### config.mk
export PLATFORM = sky130hd
export DESIGN_NAME = dsa_fabric
export DESIGN_NICKNAME = d
export VERILOG_FILES = /design/src/rtl/dsa_pkg.sv /design/src/rtl/dsa_wor.sv /design/src/rtl/dsa_node.sv /design/src/rtl/dsa_fabric.sv
export SDC_FILE = /design/constraint.sdc
export NUM_CORES = 1
export LEC_CHECK = 0
export BUFFER_PORTS_ARGS = -buffer_cell sky130_fd_sc_hd__buf_4
export CAP_MARGIN = 15
export CORE_MARGIN = 2
export CORE_UTILIZATION = 34
export DETAILED_ROUTE_END_ITERATION = 16
export SETUP_SLACK_MARGIN = 0.02
export SLEW_MARGIN = 20
export SYNTH_ARGS = -nofsm -noshare
export SYNTH_HDL_FRONTEND = slang
export SYNTH_SLANG_ARGS = --single-unit
### constraint.sdc
create_clock -name clk -period 4.49 [get_ports clk]
set_clock_uncertainty 0.05 [all_clocks]
set_input_delay 0.898 -clock clk [delete_from_list [all_inputs] [get_ports clk]]
set_output_delay 0.898 -clock clk [all_outputs]
set_load 0.01 [all_outputs]
### src/rtl/dsa_pkg.sv
package dsa_pkg;

    // Per-node arbitration state
    typedef enum logic [1:0] {
        ND_IDLE = 2'd0,   // not taking part
        ND_ARB  = 2'd1,   // contending, resolving one bit per cycle
        ND_OUT  = 2'd2,   // withdrawn, still timing the round
        ND_OWN  = 2'd3    // owns the bus
    } node_st_t;

endpackage

### src/rtl/dsa_wor.sv
// Wired-OR of N drive vectors, each DW bits wide.
module dsa_wor #(
    parameter int N  = 4,
    parameter int DW = 6
) (
    input  logic [N*DW-1:0] drv_flat,
    output logic [DW-1:0]   sensed
);

    always_comb begin
        sensed = '0;
        for (int i = 0; i < N; i++) begin
            sensed = sensed | drv_flat[i*DW +: DW];
        end
    end

endmodule

### src/rtl/dsa_node.sv
// One self-selecting arbitration node.
module dsa_node
    import dsa_pkg::*;
#(
    parameter int W = 4
) (
    input  logic         clk,
    input  logic         rst_n,
    input  logic         req,
    input  logic [W-1:0] my_id,
    input  logic [W-1:0] bus_num,
    input  logic         bus_round,
    input  logic         bus_hold,
    output logic [W-1:0] drv_num,
    output logic         drv_round,
    output logic         drv_hold,
    output logic         grant
);

    localparam int              CW      = (W > 1) ? $clog2(W) : 1;
    localparam logic [CW-1:0]   TOP_BIT = CW'(W - 1);

    node_st_t      st, st_n;
    logic [CW-1:0] bit_q, bit_n;
    logic          id_valid;
    logic          bit_lost;
    logic          last_bit;
    logic          bus_idle;

    assign id_valid = |my_id;
    assign bit_lost = bus_num[bit_q] & ~my_id[bit_q];
    assign last_bit = (bit_q == '0);
    assign bus_idle = ~bus_round & ~bus_hold;

    // State register
    always_ff @(posedge clk) begin
        if (!rst_n) begin
            st    <= ND_IDLE;
            bit_q <= '0;
        end else begin
            st    <= st_n;
            bit_q <= bit_n;
        end
    end

    // Next-state logic
    always_comb begin
        st_n  = st;
        bit_n = bit_q;
        unique case (st)
            ND_IDLE: begin
                if (req && id_valid && bus_idle) begin
                    st_n  = ND_ARB;
                    bit_n = TOP_BIT;
                end
            end
            ND_ARB: begin
                if (last_bit) begin
                    st_n = (req && !bit_lost) ? ND_OWN : ND_IDLE;
                end else begin
                    bit_n = bit_q - 1'b1;
                    if (!req || bit_lost) begin
                        st_n = ND_OUT;
                    end
                end
            end
            ND_OUT: begin
                if (last_bit) begin
                    st_n = ND_IDLE;
                end else begin
                    bit_n = bit_q - 1'b1;
                end
            end
            ND_OWN: begin
                if (!req) begin
                    st_n = ND_IDLE;
                end
            end
            default: st_n = ND_IDLE;
        endcase
    end

    // Output logic: drives onto the shared lines
    always_comb begin
        drv_num   = '0;
        drv_round = 1'b0;
        drv_hold  = 1'b0;
        grant     = 1'b0;
        unique case (st)
            ND_IDLE: begin
            end
            ND_ARB: begin
                drv_num   = my_id;
                drv_round = 1'b1;
            end
            ND_OUT: begin
                drv_round = 1'b1;
            end
            ND_OWN: begin
                drv_num  = my_id;
                drv_hold = 1'b1;
                grant    = 1'b1;
            end
            default: begin
            end
        endcase
    end

endmodule

### src/rtl/dsa_fabric.sv
// N arbitration nodes on one wired-OR number/round/hold bus.
module dsa_fabric #(
    parameter int N = 4,
    parameter int W = 4
) (
    input  logic           clk,
    input  logic           rst_n,
    input  logic [N-1:0]   req,
    input  logic [N*W-1:0] node_ids,
    output logic [N-1:0]   grant,
    output logic [W-1:0]   arb_num,
    output logic           round_active,
    output logic           bus_held
);

    localparam int BW = W + 2;   // {hold, round, number}

    logic [N*BW-1:0] drv_flat;
    logic [BW-1:0]   bus_sense;

    assign arb_num      = bus_sense[W-1:0];
    assign round_active = bus_sense[W];
    assign bus_held     = bus_sense[W+1];

    for (genvar g = 0; g < N; g++) begin : g_node
        logic [W-1:0] d_num;
        logic         d_round;
        logic         d_hold;

        dsa_node #(.W(W)) u_node (
            .clk       (clk),
            .rst_n     (rst_n),
            .req       (req[g]),
            .my_id     (node_ids[g*W +: W]),
            .bus_num   (arb_num),
            .bus_round (round_active),
            .bus_hold  (bus_held),
            .drv_num   (d_num),
            .drv_round (d_round),
            .drv_hold  (d_hold),
            .grant     (grant[g])
        );

        assign drv_flat[g*BW +: BW] = {d_hold, d_round, d_num};
    end

    dsa_wor #(.N(N), .DW(BW)) u_wor (
        .drv_flat (drv_flat),
        .sensed   (bus_sense)
    );

endmodule

==> results of run 1 <==
power by group through the flow:
stage	combinational, W	sequential [W]	clock (W)
5_1_grt	0.000999	0.000299	0.000126
6_report	0.000889	0.000285	0.000117
4_1_cts	0.000886	0.000284	0.000123
2_1_floorplan	0.000680	0.000255	0
3_3_place_gp	0.000882	0.000285	0
3_5_place_dp	0.000882	0.000286	0
registers in the layout, indices dropped and copies added, names as in the netlist:
name	flops
g_node.u_node.bit_q	8
g_node.u_node.st	8
stage by stage:
step	setup WS (ns)	total power (W)	hold WS (ns)	util [%]	area (sq um)
after floorplan	1.393	0.0009352	0.4321	-	1649
after global placement	1.396	0.001167	0.4654	40.11	1882
after detailed placement	1.285	0.001168	0.4659	40.11	1882
after CTS	1.286	0.001293	0.4758	40.99	1923
after global routing	1.080	0.001423	0.5057	40.99	1923
final	1.283	0.001291	0.4730	40.99	1923
cell usage after synthesis (all sizes together) (3+ instances only):
cell / count
a221oi: 5
a211oi: 14
nand2: 10
and3: 3
o31a: 4
a21oi: 12
or3: 3
a21o: 3
ha: 22
buf: 6
a22oi: 6
o21ai: 9
nor2: 21
nor3: 5
nand3: 6
clkbuf: 3
nor4b: 3
inv: 22
o41ai: 4
dfxtp: 16
metal layers:
layer  vias to the layer above  track usage, %
met1                       781           25.15
met4                         0           2.020
met5                         -               0
li1                        854               -
met2                        47           28.57
met3                         0           3.567
cells in the final DEF, fill, tap and decap left out, drive strengths merged, types with 6 or more instances in the layout:
| cell type | count |
|---|---|
| a211oi | 14 |
| o21ai | 9 |
| dfxtp | 16 |
| a22oi | 6 |
| nand3 | 6 |
| ha | 22 |
| buf | 31 |
| inv | 22 |
| a21oi | 12 |
| nor2 | 21 |
| nand2 | 10 |
path summary, 6_finish.rpt:
kind / endpoint / slack (ns) / cells after the start
setup reg to reg: g_node[0].u_node.st[0] / 1.28 / 8
hold / removal: g_node[1].u_node.bit_q[1] / 0.47 / 2
setup / recovery: g_node[0].u_node.st[0] / 1.28 / 8
hold reg to reg: g_node[1].u_node.bit_q[1] / 0.47 / 2
worst reg2reg max path, delay by kind of cell, from the launching register on:
| family | cells | cell delay (ns) |
|---|---|---|
| AO/OA/AOI/OAI | 4 | 0.89 |
| adder cells (fa/ha/maj) | 1 | 0.35 |
| buffers and inverters | 1 | 0.15 |
| flip-flops | 1 | 0.58 |
| AND/OR/NAND/NOR | 2 | 1.04 |
final cells by class:
| cell class | count | area share [%] |
|---|---|---|
| Sequential cell | 16 | 16.66 |
| Clock buffer | 3 | 2.147 |
| Inverter | 22 | 4.294 |
| Tap cell | 54 | 3.513 |
| Multi-Input combinational cell | 161 | 61.29 |
| Timing Repair Buffer | 31 | 12.10 |
cell families (layout without fill, tap and decap cells):
logic type / Yosys count / after routing
AND/OR/NAND/NOR: 62 / 62
adder cells (fa/ha/maj): 22 / 22
buffers and inverters: 32 / 56
flip-flops: 16 / 16
AO/OA/AOI/OAI: 77 / 77
==> impl_metrics.toml, run 1 <==
[setup_path]
cp-start-kind = "register"
rr_startpoint = "g_node[3].u_node.st[0]"
max_stage_delay_ns = 0.66
slowest_stage = "or4_1"
crit_type = "register to register"
cp_top_family = "simple AND/OR/NAND/NOR gates"
arrival_ns = 3.27
path_buf_inv = 1
end_kind = "register"
critPathLaunch = "g_node[3].u_node.st[0]"
worstPathRequired_ns = 4.55
cp_max_fo = 13
cp_cell_sequence = "inv_1 -> ha_1 -> or4_1 -> o31a_2 -> a221o_1 -> or3_1 -> o31ai_1 -> a221oi_1"

[cts]
path_clk_slew_ns = 0.07
cts_made_buffers = 3
insertion_delay_ns = 0.26
cts_tree = "yes"
clk_path_buf_depth = 2
cts_resized = 0
cts-root-buf = "clkbuf_8"
cts_sinks = 16
htreeDepth = 1
cts_hold_buffers = 0
cts_setup_buffers = 0

[yosys]
ys_warn_count = 0
syn_avg_cell_area_sq_um = 7.890
synth_top_area_cell = "dfxtp_1"
synth-seq-cells = 16
synthXorXnorAreaFrac_pct = 0
synth_fa_ha_area_share_pct = 16.69
ys.flop_type = "dfxtp_1"
synthCells = 209
muxShareOfSynthArea_pct = 0
async_flop_share_pct = 0
synth-simple-area-share_pct = 19.42
synth_top_family_by_area = "compound AO/OA/AOI/OAI gates"
ys_types = 51
synth_edf_count = 0
yosysSeqAreaShare_pct = 19.42
synthesis.area_sq_mm = 0.001649
ys_top_cells_by_area = "dfxtp_1 (19%), ha_1 (17%), a211oi_1 (6.4%)"
syn-num-nets = 253
synth_top_area_share_pct = 19.42
synth_compound_area_share_pct = 35.36

[timing]
hold_viol = 0
clock.fmax_ghz = 0.3119
setup_violations = 0
slew_viol_final = 0
fin_crit_ns = 3.207
fin_tns_setup_ns = 0
rsz0062_at_grt = "no"
finalCritPeriodShare_pct = 71.42
tightest_slew_ns = 0.5053
slew_headroom_pct = 66.28

[place]
gp_congestion = 0.8467
dpl.hpwl_mm = 3.651
dp.cells = 284
port_buffers = 31

[route]
wl_met1_mm = 2.227
final_antenna_net_count = 0
initialDrtViolationCount = 149
drt_wl_total_mm = 4.602
wl_per_cell_um = 16.03
routed.top_layer = "met3"
vias = 1682
drc = 0
dr.pass1.iters = 7
met3_length_um = 219
vias_per_cell = 5.861
route.met2.wl_mm = 2.155

[pwr]
power_density_mw_per_mm2 = 671.2
seqPwrFrac_pct = 22.0
leakage_nw = 0.8013
p_int_w = 0.0006530
peakVddDrop_mv = 0.3836
clkPwrFrac_pct = 9.1
p_comb_share_pct = 68.9
switchingPower_w = 0.0006379
netSwitchingFraction_pct = 49.41

[floorplan]
start_util_pct = 35.15
core_area_sq_mm = 0.004692
die_x_um = 73.65
die_h_um = 73.65
rows = 25
top_level_ports = 32
die_area_sq_mm = 0.005424

[layout]
syn2layout_area_growth_pct = 16.62
seqCellArea_sq_um = 320.3
n_fill_cell = 496
fin_cells = 287
fin_nets = 279
n_antenna_cell = 0
layout-drive-gt1-share_pct = 19.31
multiInputGateArea_sq_mm = 0.001179

[worst_hold_path]
min-delay-start = "g_node[1].u_node.bit_q[1]"
hold_class = "register to register"

[global_routing]
overflow = 0
grt_pass1_vias = 1551
grt_max_degree = 16
grt_pass1_wl_mm = 7.486
antenna_found_initial = 0
grt_use_total_pct = 17.73

[outcome]
outcome = "completed"

[flow_run]
max_cap_violations = 0
No activity file was read; power rests on OpenSTA's default activity.
==> run 2, diff against run 1 <==
- clock period: 4.49 -> 3.32 ns (I/O delays scaled with it)
==> impl_metrics.toml, run 2 (same netlist as run 1, synthesis figures left out) <==
[route]
final_antenna_net_count = 0
vias = 1711
drt_wl_total_mm = 4.765
vias_per_cell = 5.880
initialDrtViolationCount = 171
wl_per_cell_um = 16.37
dr.pass1.iters = 4
drc = 0

[floorplan]
die_h_um = 73.65
top_level_ports = 32
core_area_sq_mm = 0.004692
die_area_sq_mm = 0.005424
die_x_um = 73.65
start_util_pct = 35.15
rows = 25

[timing]
clock.fmax_ghz = 0.3388
finalCritPeriodShare_pct = 88.91
fin_crit_ns = 2.952
slew_viol_final = 0
finalWorstSetupSlack_ns = 0.3682
slew_headroom_pct = 63.65
fin_tns_setup_ns = 0
rsz0062_at_grt = "no"
setup_violations = 0
hold_viol = 0
tightest_slew_ns = 0.5447

[setup_path]
arrival_ns = 3.02
worstPathRequired_ns = 3.38
reg2reg_depth = 8
r2r_end = "g_node[0].u_node.st[0]"
crit_type = "register to register"
cp_max_fo = 7
end_kind = "register"
cp-start-kind = "register"
rr_startpoint = "g_node[2].u_node.st[0]"
reg2reg_slack_ns = 0.37

[cts]
htreeDepth = 1
path_clk_slew_ns = 0.08
cts_made_buffers = 3
cts_resized = 0
insertion_delay_ns = 0.26
cts_hold_buffers = 0
cts_setup_buffers = 0
cts_tree = "yes"
cts-root-buf = "clkbuf_8"
cts_sinks = 16
clk_path_buf_depth = 2

[outcome]
outcome = "completed"

[layout]
layout_commonest_cell = "buf_4"
n_fill_cell = 482
fin_nets = 282
layout-drive-gt1-share_pct = 20.68
final_cell_mix = "buf_4 (34), inv_1 (22), ha_1 (22)"
final_cell_area_sq_mm = 0.001959
n_antenna_cell = 0
syn2layout_area_growth_pct = 18.82
reg.largest.list = "g_node.u_node.bit_q: 8 flops, g_node.u_node.st: 8 flops"

[worst_hold_path]
hold_depth = 2
min-delay-start = "g_node[1].u_node.bit_q[1]"
min_to = "g_node[1].u_node.bit_q[1]"
hold_class = "register to register"

[pwr]
power_w = 0.001803
leakage_nw = 0.8244
peakVddDrop_mv = 0.4210
power_density_mw_per_mm2 = 920.0

[place]
placed_cell_area_sq_mm = 0.001904
pre_cts_ws_ns = 0.4132
dpl.hpwl_mm = 3.727
port_buffers = 31
gp_congestion = 0.8669

[global_routing]
grt_pass1_wl_mm = 7.652
grt_use_total_pct = 18.22
grt_max_degree = 16
antenna_found_initial = 0
overflow = 0
grt_pass1_vias = 1581

[flow_run]
max_cap_violations = 0
## run 2: cell count changes in the layout (fill, tap and decap cells not counted), sizes merged
cell / before / now
buf: 31 / 34
clkbuf: 3 / 4
## run 2: critical path, stage by stage (launching register included)
cell	delay [ns]
dfxtp_1	0.47
inv_1	0.13
ha_1	0.35
or4_1	0.54
o31a_2	0.40
a221o_1	0.31
or3_1	0.39
o31ai_1	0.07
a221oi_1	0.10
## run 2: worst max path at each step
| stage | startpoint | endpoint | slack [ns] | cells after the start |
|---|---|---|---|---|
| after floorplan | g_node[3].u_node.st[0] | g_node[0].u_node.st[0] | 0.22 | 10 |
| after global placement | g_node[2].u_node.st[0] | g_node[0].u_node.st[0] | 0.50 | 8 |
| after detailed placement | g_node[2].u_node.st[0] | g_node[0].u_node.st[0] | 0.41 | 8 |
| after CTS | g_node[2].u_node.st[0] | g_node[0].u_node.st[0] | 0.40 | 8 |
| after global routing | g_node[2].u_node.st[0] | g_node[0].u_node.st[0] | 0.21 | 8 |
| final | g_node[2].u_node.st[0] | g_node[0].u_node.st[0] | 0.37 | 8 |
## run 2: power breakdown
group	switching, W	internal (W)	leakage, nW
Combinational	0.000716	0.000538	0.663
Sequential	0.0000853	0.000275	0.132
Clock	0.0000824	0.000106	0.0288
Total	0.000884	0.000919	0.824
## run 2: final cells by class
cell class / count / area (sq um) / share of cell area [%]
Clock buffer: 4 / 55.05 / 2.810
Inverter: 22 / 82.58 / 4.215
Multi-Input combinational cell: 161 / 1179 / 60.15
Sequential cell: 16 / 320.3 / 16.35
Tap cell: 54 / 67.56 / 3.448
Timing Repair Buffer: 34 / 255.2 / 13.03
## run 2: through the flow
stage / hold slack [ns] / cells / utilization, %
2_1_floorplan: 0.4321 / 209 / -
3_3_place_gp: 0.4635 / 287 / 40.59
3_5_place_dp: 0.4647 / 287 / 40.59
4_1_cts: 0.4755 / 291 / 41.76
5_1_grt: 0.4882 / 291 / 41.76
6_report: 0.4693 / 291 / 41.76
## run 2: per-layer routing
layer | track usage (%) | part of all wire (%) | up-vias
li1 | - | - | 853
met1 | 25.02 | 46 | 791
met2 | 29.46 | 45 | 59
met3 | 3.429 | 6.9 | 8
met4 | 4.242 | 1.6 | 0
met5 | 0 | 0 | -
==> run 3, diff against run 2 <==
- clock period: 3.32 -> 2.9 ns (I/O delays scaled with it)
==> impl_metrics.toml, run 3 (same netlist as run 1, synthesis figures left out) <==
[floorplan]
top_level_ports = 32
die_area_sq_mm = 0.005424
die_h_um = 73.65
core_area_sq_mm = 0.004692
rows = 25
start_util_pct = 35.15
die_x_um = 73.65

[cts]
cts_made_buffers = 3
insertion_delay_ns = 0.26
htreeDepth = 1
cts_sinks = 16
cts_tree = "yes"
cts_setup_buffers = 0
cts_hold_buffers = 0
cts_resized = 2
clk_path_buf_depth = 2
cts-root-buf = "clkbuf_8"
path_clk_slew_ns = 0.07

[timing]
finalCritPeriodShare_pct = 94.53
slew_viol_final = 0
rsz0062_at_grt = "no"
slew_headroom_pct = 63.90
hold_viol = 0
tightest_slew_ns = 0.5409
clock.fmax_ghz = 0.3648
finalWorstSetupSlack_ns = 0.1586
fin_crit_ns = 2.741
fin_tns_setup_ns = 0
setup_violations = 0

[setup_path]
slowest_stage = "or4_1"
cp_top_family = "simple AND/OR/NAND/NOR gates"
cp-start-kind = "register"
cp_max_fo = 10
cp_cell_sequence = "buf_4 -> ha_1 -> or4_1 -> or3_4 -> a22oi_4 -> nand2_1 -> or4b_1 -> a21oi_1"
worstPathRequired_ns = 3.04
path_buf_inv = 1
arrival_ns = 2.88
crit_type = "register to register"
end_kind = "register"
max_stage_delay_ns = 0.60

[worst_hold_path]
hold_class = "register to register"

[layout]
final_cell_mix = "buf_4 (43), inv_1 (22), nor2_1 (21), ha_1 (21), a211oi_1 (14)"
layout-drive-gt1-share_pct = 26.02
final_util_pct = 43.89
layout_commonest_cell = "buf_4"
n_antenna_cell = 0
syn2layout_area_growth_pct = 24.89
fin_nets = 291
reg.largest.list = "g_node.u_node.bit_q: 8 flops, g_node.u_node.st: 8 flops"
n_fill_cell = 483

[global_routing]
grt_use_total_pct = 18.65
overflow = 0
grt_max_degree = 16
grt_pass1_wl_mm = 7.935
antenna_found_initial = 0
grt_pass1_vias = 1614

[route]
vias_per_cell = 5.677
drt_wl_total_mm = 4.798
vias = 1703
final_antenna_net_count = 0
wl_per_cell_um = 15.99
initialDrtViolationCount = 114
drc = 0
dr.pass1.iters = 4

[pwr]
peakVddDrop_mv = 0.4344
leakage_nw = 0.8724
power_density_mw_per_mm2 = 1056

[flow_run]
max_cap_violations = 0

[place]
dpl.hpwl_mm = 3.890
pre_cts_ws_ns = 0.01121
gp_congestion = 0.8563
port_buffers = 31

[outcome]
outcome = "completed"
-- run 3: layout make-up --
| cell class | instances | area [sq um] | share of cell area, % |
|---|---|---|---|
| multi-input cells | 161 | 1206 | 58.57 |
| flip-flops and latches | 16 | 325.3 | 15.80 |
| repair buffers | 43 | 322.8 | 15.67 |
| inverters | 22 | 82.58 | 4.010 |
| well taps | 54 | 67.56 | 3.281 |
| clock buffers | 4 | 55.05 | 2.673 |
-- run 3: path summary, 6_finish.rpt --
| kind | depth (start not counted) | to | slack, ns | start |
|---|---|---|---|---|
| worst max-delay path | 8 | g_node[2].u_node.st[1] | 0.16 | g_node[0].u_node.st[0] |
| worst min-delay path | 2 | g_node[1].u_node.bit_q[1] | 0.47 | g_node[1].u_node.bit_q[1] |
| worst max register to register | 8 | g_node[2].u_node.st[1] | 0.16 | g_node[0].u_node.st[0] |
| worst min register to register | 2 | g_node[1].u_node.bit_q[1] | 0.47 | g_node[1].u_node.bit_q[1] |
-- run 3: per-layer routing --
| layer | part of all wire [%] | routed length (um) | track usage, % |
|---|---|---|---|
| met1 | 47 | 2260 | 25.94 |
| met2 | 48 | 2318 | 29.46 |
| met3 | 3.9 | 188 | 2.332 |
| met4 | 0.60 | 29 | 6.667 |
| met5 | 0 | 0 | 0 |
-- run 3: tightest hold or removal path, delay by kind of cell (launching register included) --
family | cells | cell delay, ns
AOI/OAI and AO/OA | 1 | 0.05
DFF | 1 | 0.33
and+or+nand+nor | 1 | 0.10
-- run 3: where the power goes --
group          total, W  internal (W)  leakage, nW  switching, W
Clock          0.000213      0.000121       0.0288     0.0000923
Sequential     0.000409      0.000319        0.134     0.0000897
Combinational   0.00155      0.000707        0.710      0.000845
-- run 3: through the flow --
step / instance area, sq um / hold WS [ns] / cells / power (W)
floorplan: 1672 / 0.4321 / 209 / 0.001490
finish: 2059 / 0.4748 / 300 / 0.002175
global placement: 1973 / 0.4600 / 296 / 0.001901
global route: 2059 / 0.4887 / 300 / 0.002385
CTS: 2043 / 0.4740 / 300 / 0.002164
detailed placement: 1973 / 0.4604 / 296 / 0.001910
